==> src/rtl/rxe_pkg.sv <==
package rxe_pkg;
    typedef enum logic {
        MODE_WIDE   = 1'b0,
        MODE_NARROW = 1'b1
    } rxe_mode_e;

    typedef enum logic [1:0] {
        OP_HOLD    = 2'd0,
        OP_INC     = 2'd1,
        OP_CLEAR   = 2'd2,
        OP_RESTART = 2'd3
    } rxe_op_e;
endpackage

==> src/rtl/rxe_mode_fsm.sv <==
module rxe_mode_fsm
    import rxe_pkg::*;
#(
    parameter int DATA_W   = 16,
    parameter int MODE_BIT = 0
) (
    input  logic              clk,
    input  logic              rst_n,
    input  logic              wr_stb,
    input  logic [DATA_W-1:0] wr_data,
    output logic              narrow
);
    rxe_mode_e state_q, state_d;

    // state register
    always_ff @(posedge clk or negedge rst_n) begin
        if (!rst_n) state_q <= MODE_WIDE;
        else        state_q <= state_d;
    end

    // transitions: GO_WIDE, GO_NARROW, STAY
    always_comb begin
        state_d = state_q;
        unique case (state_q)
            MODE_WIDE:   if (wr_stb && wr_data[MODE_BIT])  state_d = MODE_NARROW;
            MODE_NARROW: if (wr_stb && !wr_data[MODE_BIT]) state_d = MODE_WIDE;
            default:     state_d = MODE_WIDE;
        endcase
    end

    // outputs
    always_comb begin
        narrow = 1'b0;
        unique case (state_q)
            MODE_WIDE:   narrow = 1'b0;
            MODE_NARROW: narrow = 1'b1;
            default:     narrow = 1'b0;
        endcase
    end

    p_mode_sel_r3: assert property (@(posedge clk) disable iff (!rst_n)
        wr_stb |=> (narrow == $past(wr_data[MODE_BIT])));
    p_mode_hold_r3: assert property (@(posedge clk) disable iff (!rst_n)
        !wr_stb |=> $stable(narrow));
endmodule

==> src/rtl/rxe_sat_counter.sv <==
module rxe_sat_counter
    import rxe_pkg::*;
#(
    parameter int CNT_W = 16
) (
    input  logic             clk,
    input  logic             rst_n,
    input  rxe_op_e          op,
    input  logic [CNT_W-1:0] limit,
    output logic [CNT_W-1:0] cnt
);
    logic [CNT_W-1:0] cnt_d;
    logic             at_limit;

    assign at_limit = (cnt == limit);

    always_comb begin
        cnt_d = cnt;
        unique case (op)
            OP_HOLD:    cnt_d = cnt;
            OP_INC:     cnt_d = at_limit ? cnt : cnt + CNT_W'(1);
            OP_CLEAR:   cnt_d = '0;
            OP_RESTART: cnt_d = CNT_W'(1);
            default:    cnt_d = cnt;
        endcase
    end

    always_ff @(posedge clk or negedge rst_n) begin
        if (!rst_n) cnt <= '0;
        else        cnt <= cnt_d;
    end

    p_no_overflow_r5: assert property (@(posedge clk) disable iff (!rst_n)
        (op == OP_INC && at_limit) |=> (cnt == $past(limit)));
endmodule

==> src/rtl/rxe_read_view.sv <==
module rxe_read_view #(
    parameter int CNT_W    = 16,
    parameter int NARROW_W = 8
) (
    input  logic             narrow,
    input  logic [CNT_W-1:0] cnt,
    output logic [CNT_W-1:0] view
);
    for (genvar i = 0; i < CNT_W; i++) begin : g_bit
        if (i < NARROW_W) begin : g_low
            assign view[i] = cnt[i];
        end else begin : g_high
            assign view[i] = cnt[i] & ~narrow;
        end
    end
endmodule

==> src/rtl/rx_err_tally.sv <==
module rx_err_tally
    import rxe_pkg::*;
#(
    parameter int CNT_W    = 16,
    parameter int NARROW_W = 8,
    parameter int MODE_BIT = 0
) (
    input  logic             clk,
    input  logic             rst_n,
    input  logic             err_pulse,
    input  logic             rd_stb,
    input  logic             wr_stb,
    input  logic [CNT_W-1:0] wr_data,
    output logic [CNT_W-1:0] rd_data
);
    localparam logic [CNT_W-1:0] WIDE_MAX   = {CNT_W{1'b1}};
    localparam logic [CNT_W-1:0] NARROW_MAX = CNT_W'((1 << NARROW_W) - 1);

    logic             narrow;
    logic [CNT_W-1:0] cnt;
    logic [CNT_W-1:0] limit;
    rxe_op_e          op;

    rxe_mode_fsm #(.DATA_W(CNT_W), .MODE_BIT(MODE_BIT)) u_mode (
        .clk(clk), .rst_n(rst_n), .wr_stb(wr_stb), .wr_data(wr_data), .narrow(narrow)
    );

    assign limit = narrow ? NARROW_MAX : WIDE_MAX;

    // operation select: write > read > error
    always_comb begin
        if (wr_stb)         op = OP_CLEAR;
        else if (rd_stb)    op = err_pulse ? OP_RESTART : OP_CLEAR;
        else if (err_pulse) op = OP_INC;
        else                op = OP_HOLD;
    end

    rxe_sat_counter #(.CNT_W(CNT_W)) u_cnt (
        .clk(clk), .rst_n(rst_n), .op(op), .limit(limit), .cnt(cnt)
    );

    rxe_read_view #(.CNT_W(CNT_W), .NARROW_W(NARROW_W)) u_view (
        .narrow(narrow), .cnt(cnt), .view(rd_data)
    );

    p_incr_r1: assert property (@(posedge clk) disable iff (!rst_n)
        (err_pulse && !rd_stb && !wr_stb && rd_data != limit)
        |=> (rd_data == $past(rd_data) + CNT_W'(1)));
    p_rd_clear_r2: assert property (@(posedge clk) disable iff (!rst_n)
        (rd_stb && !wr_stb && !err_pulse) |=> (rd_data == '0));
    p_hi_zero_r4: assert property (@(posedge clk) disable iff (!rst_n)
        narrow |-> (rd_data[CNT_W-1:NARROW_W] == '0));
    p_sat_narrow_r6: assert property (@(posedge clk) disable iff (!rst_n)
        (narrow && rd_data == NARROW_MAX && err_pulse && !rd_stb && !wr_stb)
        |=> (rd_data == NARROW_MAX));
    p_restart_r7: assert property (@(posedge clk) disable iff (!rst_n)
        (rd_stb && err_pulse && !wr_stb) |=> (rd_data == CNT_W'(1)));
    p_wr_clear_r8: assert property (@(posedge clk) disable iff (!rst_n)
        wr_stb |=> (rd_data == '0));
endmodule

==> config.mk <==
export PLATFORM = sky130hd
export DESIGN_NAME = rx_err_tally
export DESIGN_NICKNAME = d
export VERILOG_FILES = /design/src/rtl/rxe_pkg.sv /design/src/rtl/rxe_mode_fsm.sv /design/src/rtl/rxe_sat_counter.sv /design/src/rtl/rxe_read_view.sv /design/src/rtl/rx_err_tally.sv
export SDC_FILE = /design/constraint.sdc
export NUM_CORES = 1
export LEC_CHECK = 0
export BUFFER_PORTS_ARGS = -buffer_cell sky130_fd_sc_hd__buf_2
export CAP_MARGIN = 20
export CORE_UTILIZATION = 54
export CTS_CLUSTER_SIZE = 14
export DETAILED_ROUTE_END_ITERATION = 8
export PLACE_DENSITY = 0.88
export SETUP_SLACK_MARGIN = 0.05
export SYNTH_ARGS = -nofsm -noshare
export SYNTH_HDL_FRONTEND = slang
export SYNTH_SLANG_ARGS = --single-unit
==> constraint.sdc <==
create_clock -name clk -period 4.4 [get_ports clk]
set_input_delay 0.88 -clock clk [delete_from_list [all_inputs] [get_ports clk]]
set_output_delay 0.88 -clock clk [all_outputs]
set_load 0.005 [all_outputs]
**Word level (Yosys, flattened, before mapping)**

Index checks and enable logic that the tools add are counted.

- Register bits after elaboration: 17
- Input bits: 21
- Output and inout bits: 16
- Word-level logic and storage cells: 35

- $add $sub $neg: 1
- Eq/ne operators: 5
- Muxes and demuxes: 11
- Bitwise operators: 11
- Reduce and logical (&&, ||, !) cells: 5

Operator list:

| operator | number |
|---|---|
| case mux 16 bit (3 select lines) | 1 |
| 2-to-1 mux 16 bit | 2 |
| adder 16 x 1 -> 16 bit (second input constant) | 1 |
| == test 16 bit | 1 |
| AND 1 bit | 8 |
| == test 2 bit (second input constant) | 2 |
| 2-to-1 mux 1 bit | 4 |
| 2-to-1 mux 2 bit | 2 |
| case mux 1 bit (2 select lines) | 2 |
| NOT 1 bit | 3 |
| == test 2 x 1 -> 1 bit (second input constant) | 1 |
| logical AND 1 bit | 2 |
| zero test 2 bit | 1 |
| inequality test 2 bit (second input constant) | 1 |
| AND reduction 2 bit | 1 |
| zero test 1 bit | 1 |

**Depth between registers and ports, before layout**

Gate-level depths: netlist of the first run.

- Depth after elaboration: 6
- Depth in mapped cells: 6
- Mapped depth without buffers: 6

**Hierarchy**

Synthesis of the first run repeated with hierarchy kept, for this count alone.

- Cells, all modules: 137
- Area, all modules: 1198.6 um^2

By module, submodules not included:

| module | times used | cells an instance | area an instance (um^2) | seq. area each (um^2) |
|---|---|---|---|---|
| rxe_sat_counter | 1 | 115 | 1026.0 | 400.4 |
| rxe_read_view | 1 | 16 | 110.1 | 0.0 |
| rxe_mode_fsm | 1 | 2 | 40.0 | 25.0 |
| rx_err_tally | 1 | 4 | 22.5 | 0.0 |

**Least setup slack after synthesis of the first run**

OpenSTA, ideal clock, no wires.

- Kind: reg2reg
- From: register (tool-made name)
- To: register u_cnt.cnt[1]
- Setup time: 0.119 ns
- Data arrival time: 2.333 ns
- Required time: 4.281 ns
- Setup slack: 1.948 ns
- Stages on the path, launching flop included: 7
- Buffers on the path: 0
- Clock period less this slack: 2.452 ns
- Cell sequence: dfrtp_1 inv_1 ha_1 or4_4 o41ai_4 mux2_1 and2_1

RTL lines:

| item | RTL line | source |
|---|---|---|
| to (signal assigned) | rxe_sat_counter.sv:30 | `else cnt <= cnt_d;` |
| to (decl) | rxe_sat_counter.sv:10 | `output logic [CNT_W-1:0] cnt` |

==> flow_metrics.env, run 1 <==
export IMPL_outcome="finished clean"
export IMPL_place_congestion=0.836
export IMPL_slew_headroom_pct=43.7
export IMPL_layout_min_cycle_time_ns=2.72
export IMPL_syn_inst=119
export IMPL_cts_buffers_inserted=3
export IMPL_vias=1050
export IMPL_startpoint_type="register"
export IMPL_grt_overflow=0
export IMPL_clock_fmax_mhz=368
export IMPL_layout_common_cells="buf_2 (21), dfrtp_1 (17), a21oi_1 (11)"
export IMPL_ant_nets=0
export IMPL_wl_per_cell_um=16.9
export IMPL_wl_um=2720
export IMPL_critPathCaptureType="register"
export IMPL_antenna_found_initial=0
export IMPL_top_regs="u_cnt.cnt (16)"
export IMPL_cts_tree="built"
export IMPL_worstMarginPinSlew_ns=0.838
export IMPL_clkSlewWorstSetupHoldPaths_ns=0.11
export IMPL_hold_buffers=0
export IMPL_cp_arrival_ns=2.91
export IMPL_met3_usage_pct=5.66
export IMPL_cap_viol_max_count=0
export IMPL_slowest_delay_ns=0.72
export IMPL_tns_ns=0
export IMPL_routed_via_density=6.52
export IMPL_drive_gt1_share_pct=26.9
export IMPL_slew_viol_final=0
export IMPL_clkLatencyLatePin_ns=0.30
export IMPL_core_um2=2000
export IMPL_cts_buffer_depth=2
export IMPL_synthToLayoutAreaGrowth_pct=8.39
export IMPL_cts_root_buf="clkbuf_4"
export IMPL_syn_avg_cell_area_um2=9.78
export IMPL_row_count=16
export IMPL_yosys_cell_types_count=37
export IMPL_skew_ns=0.00201
export IMPL_die_y_um=48.4
export IMPL_first_global_vias=1072
export IMPL_timing_final_hold_violations=0
export IMPL_die_w_um=48.4
export IMPL_diodes=0
export IMPL_grt_pass1_wl_um=4650
export IMPL_grtUsageTotal_pct=25.6
export IMPL_path_class="register to register"
export IMPL_synth_ff_type="dfrtp_1"
export IMPL_ir_worst_vdd_v=0.000193
export IMPL_yosysWarnings=0
export IMPL_cts_resized_gates=0
export IMPL_crit_fanout=9
export IMPL_use_met1_pct=29.8
export IMPL_post_dp_cell_area_um2=1230
export IMPL_cts_num_sinks=17
export IMPL_yosysSeqAreaShare_pct=36.6
export IMPL_dieArea_um2=2340
export IMPL_cts_setup_buffers=0
export IMPL_gr_max_usage_layer="met2"
export IMPL_hold_class="input port to asynchronous set/reset pin"
export IMPL_setup_viol=0
export IMPL_crit_path_cell_trace="inv_1 -> ha_1 -> or4_4 -> nor3_1 -> o311ai_0 -> o41ai_1"
export IMPL_crit_slowest_cell="nor3_1"
export IMPL_top_register="u_cnt.cnt"
export IMPL_layout_commonest_cell="buf_2"
export IMPL_dp_hpwl_um=2010
export IMPL_finalWorstSetupSlack_ns=1.68
export IMPL_grt_max_degree=18
export IMPL_start_util_pct=58.1
export IMPL_synth_edf_count=0
export IMPL_drtIter0Drc=30
export IMPL_synth_net_count=149
export IMPL_fillers=167
export IMPL_layout_nets=165
export IMPL_p_per_area_nw_per_um2=222
export IMPL_worstPathRequired_ns=4.59
export IMPL_ios=37
export IMPL_pre_cts_slack_ns=1.74
export IMPL_io_buffers=21
export IMPL_h_tree_depth=1
export IMPL_largest_register_ffs=16
export IMPL_grt_setup_unrepaired="false"
export IMPL_ys_ff_latch=17
export IMPL_p_leak_nw=0.557
export IMPL_drc=0
export IMPL_ys_async_sr_fraction_pct=100
export IMPL_syn_cell_area_um2=1160
export IMPL_use_met2_pct=45.1
export IMPL_fin_crit_sh_pct=61.8
export IMPL_dr_pass1_iters=5
export IMPL_design_area_um2=1260
[cell families after synthesis]
| logic type | after synthesis | synth area share [%] |
|---|---|---|
| muxes | 1 | 0.968 |
| AOI/OAI and AO/OA | 34 | 21.0 |
| adders and majority gates | 9 | 9.68 |
| DFF | 17 | 36.6 |
| and+or+nand+nor | 44 | 24.6 |
| buffers and inverters | 14 | 7.20 |
[cells in the mapped netlist, drive strengths merged (2+ instances only)]
master / number / area [um2]
dfrtp: 17 / 425
a21oi: 11 / 55.1
buf: 9 / 65.1
ha: 9 / 113
or4: 9 / 75.1
nand2: 8 / 30.0
nand3: 6 / 35.0
o21ai: 6 / 30.0
or3: 6 / 40.0
o31ai: 5 / 37.5
inv: 4 / 15.0
nor2: 3 / 11.3
nor4: 3 / 25.0
o41ai: 3 / 45.1
and4: 2 / 17.5
nand4: 2 / 12.5
o311ai: 2 / 17.5
[critical path: cells and delay by family (launching register included)]
kind,cells,cell delay [ns]
flip-flops,1,0.38
AND/OR/NAND/NOR,2,1.31
buffers and inverters,1,0.25
AO/OA/AOI/OAI,2,0.35
adder cells (fa/ha/maj),1,0.31
[power by group]
part	internal [mW]	switching (mW)	total (mW)	leakage, nW
Sequential	0.158	0.00132	0.159	0.235
Combinational	0.0109	0.0202	0.0311	0.305
Clock	0.0339	0.0557	0.0896	0.0177
Total	0.203	0.0773	0.280	0.557
[per-layer routing]
metal / up-vias / share of wire (%)
li1: 492 / -
met5: - / 0
met2: 49 / 52
met1: 501 / 40
met3: 8 / 7.0
met4: 0 / 1.9
[metrics by stage]
step / utilization, % / cells / hold WS, ns / power [mW]
2_1_floorplan: - / 119 / 0.491 / 0.181
3_3_place_gp: 61.6 / 157 / 0.502 / 0.191
3_5_place_dp: 61.6 / 157 / 0.530 / 0.193
4_1_cts: 63.0 / 161 / 0.506 / 0.279
5_1_grt: 63.0 / 161 / 0.501 / 0.292
6_report: 63.0 / 161 / 0.486 / 0.280
[area by class of cell]
type	instances	area [um2]	area share, %
timing repair buffer	21	105	8.33
inverter	4	15.0	1.19
multi-input combinational	88	654	51.9
tap	27	33.8	2.68
clock inverter	1	5.00	0.397
sequential	17	425	33.7
clock buffer	3	22.5	1.79
[worst paths after layout]
| kind | startpoint | end | slack (ns) | depth (start not counted) |
|---|---|---|---|---|
| hold reg to reg | u_cnt.cnt[7] | u_cnt.cnt[7] | 0.54 | 1 |
| max in group asynchronous | rst_n | u_cnt.cnt[12] | 3.64 | 1 |
| min in group clk | u_cnt.cnt[7] | u_cnt.cnt[7] | 0.54 | 1 |
| setup / recovery | register | u_cnt.cnt[9] | 1.68 | 6 |
| hold / removal | rst_n | u_cnt.cnt[14] | 0.49 | 1 |
| setup reg to reg | register | u_cnt.cnt[9] | 1.68 | 6 |
(Power assumes the default switching activity.)
==> run 2: changes to the inputs <==
--- a/config.mk
+++ b/config.mk
@@ -5,12 +5,13 @@
 export SDC_FILE = /design/constraint.sdc
 export NUM_CORES = 1
 export LEC_CHECK = 0
+export ABC_AREA = 1
 export BUFFER_PORTS_ARGS = -buffer_cell sky130_fd_sc_hd__buf_2
 export CAP_MARGIN = 20
-export CORE_UTILIZATION = 54
+export CORE_UTILIZATION = 46
 export CTS_CLUSTER_SIZE = 14
 export DETAILED_ROUTE_END_ITERATION = 8
-export PLACE_DENSITY = 0.88
+export PLACE_DENSITY = 0.79
 export SETUP_SLACK_MARGIN = 0.05
 export SYNTH_ARGS = -nofsm -noshare
 export SYNTH_HDL_FRONTEND = slang
==> constraint.sdc (replaced) <==
create_clock -name clk -period 2.22 [get_ports clk]
set_input_delay 0.444 -clock clk [delete_from_list [all_inputs] [get_ports clk]]
set_output_delay 0.444 -clock clk [all_outputs]
set_load 0.005 [all_outputs]
==> run 2 against run 1 <==
- clock-buffer cell count is 1 higher
- non-clock buffer count is 3 higher
- sequential power is 99% higher
- via count is 7.9% higher
- sequential share of layout area is 3.0 points lower
==> flow_metrics.env, run 2 <==
export IMPL_cap_viol_max_count=0
export IMPL_synthToLayoutAreaGrowth_pct=8.20
export IMPL_die_w_um=54.8
export IMPL_layout_nets=223
export IMPL_worst_r2r_path_depth=9
export IMPL_yosysWarnings=0
export IMPL_ant_nets=0
export IMPL_dr_pass1_iters=4
export IMPL_p_leak_nw=0.716
export IMPL_clock_fmax_mhz=527
export IMPL_io_buffers=21
export IMPL_slew_headroom_pct=69.5
export IMPL_cp_arrival_ns=2.08
export IMPL_final_util_pct=54.5
export IMPL_grtUsageTotal_pct=21.2
export IMPL_top_register="u_cnt.cnt"
export IMPL_skew_ns=0.00285
export IMPL_rrSetupSlack_ns=0.32
export IMPL_drive_gt1_share_pct=18.2
export IMPL_wl_um=2630
export IMPL_cts_root_buf="clkbuf_4"
export IMPL_startpoint_type="register"
export IMPL_grt_overflow=0
export IMPL_fin_crit_sh_pct=85.5
export IMPL_layout_commonest_cell="nand2_1"
export IMPL_ys_top_cells_by_area="dfrtp_1 (33%), nand2_1 (16%), ha_1 (8.8%), nor2_1 (7.0%), nand3_1 (5.9%)"
export IMPL_h_tree_depth=1
export IMPL_wl_per_cell_um=11.8
export IMPL_design_area_um2=1390
export IMPL_grt_pass1_wl_um=4460
export IMPL_tns_ns=0
export IMPL_synth_commonest_cells="nand2_1 (54), nor2_1 (24), dfrtp_1 (17)"
export IMPL_cts_tree="built"
export IMPL_fillers=268
export IMPL_crit_fanout=21
export IMPL_timing_rr_end="u_cnt.cnt[10]"
export IMPL_syn_cell_area_um2=1280
export IMPL_place_congestion=0.837
export IMPL_hold_class="input port to asynchronous set/reset pin"
export IMPL_drc=0
export IMPL_outcome="finished clean"
export IMPL_layout_min_cycle_time_ns=1.90
export IMPL_timing_final_hold_violations=0
export IMPL_start_util_pct=50.3
export IMPL_routed_via_density=5.10
export IMPL_die_y_um=54.8
export IMPL_dieArea_um2=3000
export IMPL_ir_worst_vdd_v=0.000306
export IMPL_slew_viol_final=0
export IMPL_post_dp_cell_area_um2=1360
export IMPL_layout_common_cells="nand2_1 (54), nor2_1 (24), buf_2 (21)"
export IMPL_core_um2=2540
export IMPL_antenna_found_initial=0
export IMPL_yosysTopAreaCell="dfrtp_1"
export IMPL_p_per_area_nw_per_um2=392
export IMPL_drtIter0Drc=21
export IMPL_yosys_cell_types_count=23
export IMPL_row_count=18
export IMPL_synth_top_area_share_pct=33.2
export IMPL_critPathCapture="u_cnt.cnt[10]"
export IMPL_syn_avg_cell_area_um2=7.32
export IMPL_syn_inst=175
export IMPL_worstPathRequired_ns=2.40
export IMPL_ys_ff_latch=17
export IMPL_grt_setup_unrepaired="false"
export IMPL_yosysSeqAreaShare_pct=33.2
export IMPL_largest_register_ffs=16
export IMPL_critPathCaptureType="register"
export IMPL_clkLatencyLatePin_ns=0.30
export IMPL_yosysMostFrequentCell="nand2_1"
export IMPL_cts_buffers_inserted=3
export IMPL_clkSlewWorstSetupHoldPaths_ns=0.10
export IMPL_cts_buffer_depth=2
export IMPL_first_global_vias=978
export IMPL_top_regs="u_cnt.cnt (16)"
export IMPL_cts_num_sinks=17
export IMPL_vias=1133
export IMPL_path_class="register to register"
export IMPL_ios=37
export IMPL_diodes=0
export IMPL_synth_ff_type="dfrtp_1"
export IMPL_synth_edf_count=0
export IMPL_ys_async_sr_fraction_pct=100
export IMPL_setup_viol=0
export IMPL_dp_hpwl_um=2020
export IMPL_grt_max_degree=22
export IMPL_worstMarginPinSlew_ns=0.458
export IMPL_synth_net_count=205
[run 2: cell types whose count changed in the layout (fill, tap and decap cells not counted), sizes merged, moves of 8 or more]
cell	change
or4	-9
nand3	+11
inv	+8
a21oi	-10
nor2	+23
nand2	+47
[run 2: worst min-delay path by stage]
stage	endpoint	slack (ns)	cells after the start
final	u_cnt.cnt[1]	0.04	1
after global routing	u_cnt.cnt[0]	0.07	1
after CTS	u_cnt.cnt[0]	0.06	1
after detailed placement	u_cnt.cnt[0]	0.38	1
after global placement	u_cnt.cnt[1]	0.39	1
after floorplan	asynchronous set/reset pin	0.15	0
[run 2: area by class of cell]
type | instances | area, um2 | area share [%]
multi-input combinational | 135 | 724 | 52.3
sequential | 17 | 425 | 30.7
timing repair buffer | 24 | 128 | 9.21
inverter | 12 | 45.0 | 3.25
tap | 30 | 37.5 | 2.71
clock buffer | 4 | 26.3 | 1.90
[run 2: routing by layer]
layer / wire length [um] / vias to the layer above / global-route usage [%]
met1: 1290 / 517 / 28.0
met5: 0 / - / 0
met2: 1210 / 19 / 33.7
li1: - / 592 / -
met4: 48 / 0 / 8.97
met3: 78 / 5 / 3.33
[run 2: logic make-up (layout without fill, tap and decap cells)]
group	Yosys count	after routing	share of synthesized area (%)
compound gates	15	15	7.42
xor+xnor	7	7	4.79
fa+ha+maj	9	9	8.79
buf+inv	23	40	10.3
flops	17	17	33.2
simple gates	104	104	35.5
[run 2: through the flow]
step	power [mW]	cells	hold slack, ns	worst slack (ns)
final	0.543	222	0.0391	0.321
after detailed placement	0.379	218	0.383	0.219
after floorplan	0.359	175	0.148	0.617
after global placement	0.378	218	0.389	0.305
after global routing	0.564	222	0.0677	0.151
after CTS	0.542	222	0.0591	0.198
[run 2: what timing repair did]
item | CTS | global route
hold buffers | 0 | 0
setup buffers | 0 | 0
gates resized for setup | 0 | 1
endpoints found under the setup margin | 0 | 2
[run 2: where the power goes]
| part | leakage [nW] | switching (mW) | internal, mW | total (mW) |
|---|---|---|---|---|
| registers | 0.234 | 0.00357 | 0.313 | 0.317 |
| logic | 0.467 | 0.0375 | 0.0176 | 0.0551 |
| clock network | 0.0150 | 0.101 | 0.0702 | 0.172 |
[run 2: worst max-delay path, stage by stage (launching register included)]
cell and delay (ns):
dfrtp_1 0.39, inv_2 0.13, ha_1 0.25, nor2_1 0.12, nand2_1 0.06, nor2_1 0.21, nand3_2 0.14, nand2_2 0.08
buf_4 0.24, o21ai_0 0.14
==> run 3: changes to the inputs <==
--- a/config.mk
+++ b/config.mk
@@ -5,10 +5,9 @@
 export SDC_FILE = /design/constraint.sdc
 export NUM_CORES = 1
 export LEC_CHECK = 0
-export ABC_AREA = 1
 export BUFFER_PORTS_ARGS = -buffer_cell sky130_fd_sc_hd__buf_2
 export CAP_MARGIN = 20
-export CORE_UTILIZATION = 46
+export CORE_UTILIZATION = 45
 export CTS_CLUSTER_SIZE = 14
 export DETAILED_ROUTE_END_ITERATION = 8
 export PLACE_DENSITY = 0.79
==> run 3 against run 2 <==
- the flow now finishes with violations (negative setup slack)
- die area decreased by 6.9%
- final cell count decreased by 16%
- non-clock buffer count increased by 20
==> flow_metrics.env, run 3 (synthesized netlist as in run 1, its figures left out) <==
export IMPL_path_delay_family="simple AND/OR/NAND/NOR gates"
export IMPL_row_count=18
export IMPL_die_y_um=52.9
export IMPL_io_buffers=21
export IMPL_grt_setup_unrepaired="true"
export IMPL_regArea_um2=425
export IMPL_layout_common_cells="buf_2 (21), buf_4 (21), dfrtp_1 (17)"
export IMPL_slew_headroom_pct=70.4
export IMPL_cap_viol_max_count=0
export IMPL_fin_crit_sh_pct=106
export IMPL_wl_per_cell_um=15.3
export IMPL_clock_fmax_mhz=426
export IMPL_critPathCaptureType="register"
export IMPL_synthToLayoutAreaGrowth_pct=33.0
export IMPL_finalWorstSetupSlack_ns=-0.125
export IMPL_grt_overflow=0
export IMPL_cts_buffer_depth=2
export IMPL_layout_nets=188
export IMPL_grtUsageTotal_pct=21.9
export IMPL_p_clk_share_pct=29.2
export IMPL_skew_ns=0.000896
export IMPL_pwr_share_comb_pct=16.4
export IMPL_die_w_um=52.9
export IMPL_cts_root_buf="clkbuf_4"
export IMPL_p_seq_share_pct=54.4
export IMPL_tns_ns=-0.320
export IMPL_p_switching_mw=0.154
export IMPL_cp_arrival_ns=2.54
export IMPL_design_area_um2=1550
export IMPL_worstMarginPinSlew_ns=0.440
export IMPL_top_register="u_cnt.cnt"
export IMPL_p_leak_nw=0.702
export IMPL_first_global_vias=1003
export IMPL_violations="negative setup slack"
export IMPL_post_dp_cell_area_um2=1370
export IMPL_ir_worst_vdd_v=0.000289
export IMPL_drtIter0Drc=29
export IMPL_dr_pass1_iters=5
export IMPL_path_class="register to register"
export IMPL_cts_tree="built"
export IMPL_startpoint_type="register"
export IMPL_core_um2=2450
export IMPL_routed_via_density=6.01
export IMPL_multiInputGateArea_um2=756
export IMPL_crit_cells=7
export IMPL_diodes=0
export IMPL_grt_pass1_wl_um=4500
export IMPL_critPathBufInv=2
export IMPL_p_per_area_nw_per_um2=375
export IMPL_ant_nets=0
export IMPL_slew_viol_final=0
export IMPL_antenna_found_initial=0
export IMPL_clkSlewWorstSetupHoldPaths_ns=0.10
export IMPL_pre_cts_slack_ns=-0.113
export IMPL_start_util_pct=47.4
export IMPL_crit_fanout=6
export IMPL_place_congestion=0.851
export IMPL_crit_slowest_cell="or4_4"
export IMPL_top_regs="u_cnt.cnt (16)"
export IMPL_worstPathRequired_ns=2.41
export IMPL_dp_hpwl_um=2030
export IMPL_cts_buffers_inserted=3
export IMPL_dieArea_um2=2790
export IMPL_wl_um=2870
export IMPL_swShare_pct=26.5
export IMPL_layout_min_cycle_time_ns=2.34
export IMPL_internal_power_mw=0.427
export IMPL_h_tree_depth=1
export IMPL_drc=0
export IMPL_largest_register_ffs=16
export IMPL_fillers=198
export IMPL_timing_final_hold_violations=0
export IMPL_drive_gt1_share_pct=43.3
export IMPL_outcome="finished, violations left"
export IMPL_clkLatencyLatePin_ns=0.29
export IMPL_crit_path_cell_trace="inv_4 -> buf_4 -> ha_4 -> or4_4 -> o41ai_4 -> mux2_4 -> and2_4"
export IMPL_grt_max_degree=18
export IMPL_hold_class="input port to asynchronous set/reset pin"
export IMPL_hold_buffers=0
export IMPL_p_total_mw=0.581
export IMPL_ios=37
export IMPL_setup_viol=7
export IMPL_cts_num_sinks=17
export IMPL_vias=1124
export IMPL_slowest_delay_ns=0.55
export IMPL_worst_r2r_path_depth=7
run 3: changes by cell type in the layout (fill, tap and decap cells not counted), sizes merged, moves of 4 or more:
cell | before | now
buf | 24 | 44
or3 | 0 | 6
xor2 | 7 | 0
o31ai | 0 | 5
or4 | 0 | 9
nor2 | 26 | 3
inv | 12 | 4
a21oi | 1 | 11
nand3 | 17 | 6
nand2 | 55 | 8
o21bai | 4 | 0
run 3: timing repair:
action / CTS / global route
endpoints found under the setup margin: 6 / 12
gates resized for setup: 4 / 11
hold endpoints to repair: 0 / 0
setup buffers: 3 / 6
pin swaps: 6 / 9
cloned: 0 / 0
run 3: area by class of cell:
| cell class | count | share of cell area [%] |
|---|---|---|
| tap | 30 | 2.43 |
| clock buffer | 4 | 1.70 |
| sequential | 17 | 27.5 |
| inverter | 4 | 1.13 |
| timing repair buffer | 44 | 18.4 |
| multi-input combinational | 88 | 48.8 |
run 3: worst register-to-register path: stages, from the launching register on:
cell and delay, ns:
dfrtp_1 0.41, inv_4 0.09, buf_4 0.12, ha_4 0.19
or4_4 0.55, o41ai_4 0.41, mux2_4 0.33, and2_4 0.15
run 3: final timing paths:
check	startpoint	slack (ns)	endpoint
max in group asynchronous	rst_n	1.88	u_cnt.cnt[9]
min reg2reg	u_cnt.cnt[7]	0.54	u_cnt.cnt[7]
max	register	-0.12	u_cnt.cnt[1]
min in group clk	wr_data[0]	0.38	register
max reg2reg	register	-0.12	u_cnt.cnt[1]
min	rst_n	0.06	u_cnt.cnt[4]
run 3: through the flow:
stage	utilization, %	std cells	hold slack, ns
2_1_floorplan	-	119	0.148
3_3_place_gp	55.8	174	0.384
3_5_place_dp	55.8	174	0.386
4_1_cts	59.5	181	0.0719
5_1_grt	63.0	187	0.0926
6_report	63.0	187	0.0605
run 3: metal layers:
layer | up-vias | GRT usage (%) | routed length, um
met5 | - | 0 | 0
met4 | 0 | 8.33 | 31
met3 | 6 | 2.87 | 124
met2 | 34 | 36.7 | 1430
met1 | 547 | 28.2 | 1280
li1 | 537 | - | -
run 3: power groups by stage:
| stage | Clock [mW] | Combinational [mW] | Sequential, mW |
|---|---|---|---|
| finish | 0.170 | 0.0956 | 0.316 |
| detailed placement | 0 | 0.0693 | 0.322 |
| floorplan | 0 | 0.0415 | 0.322 |
| global route | 0.184 | 0.105 | 0.317 |
| global placement | 0 | 0.0652 | 0.322 |
| CTS | 0.170 | 0.0804 | 0.316 |
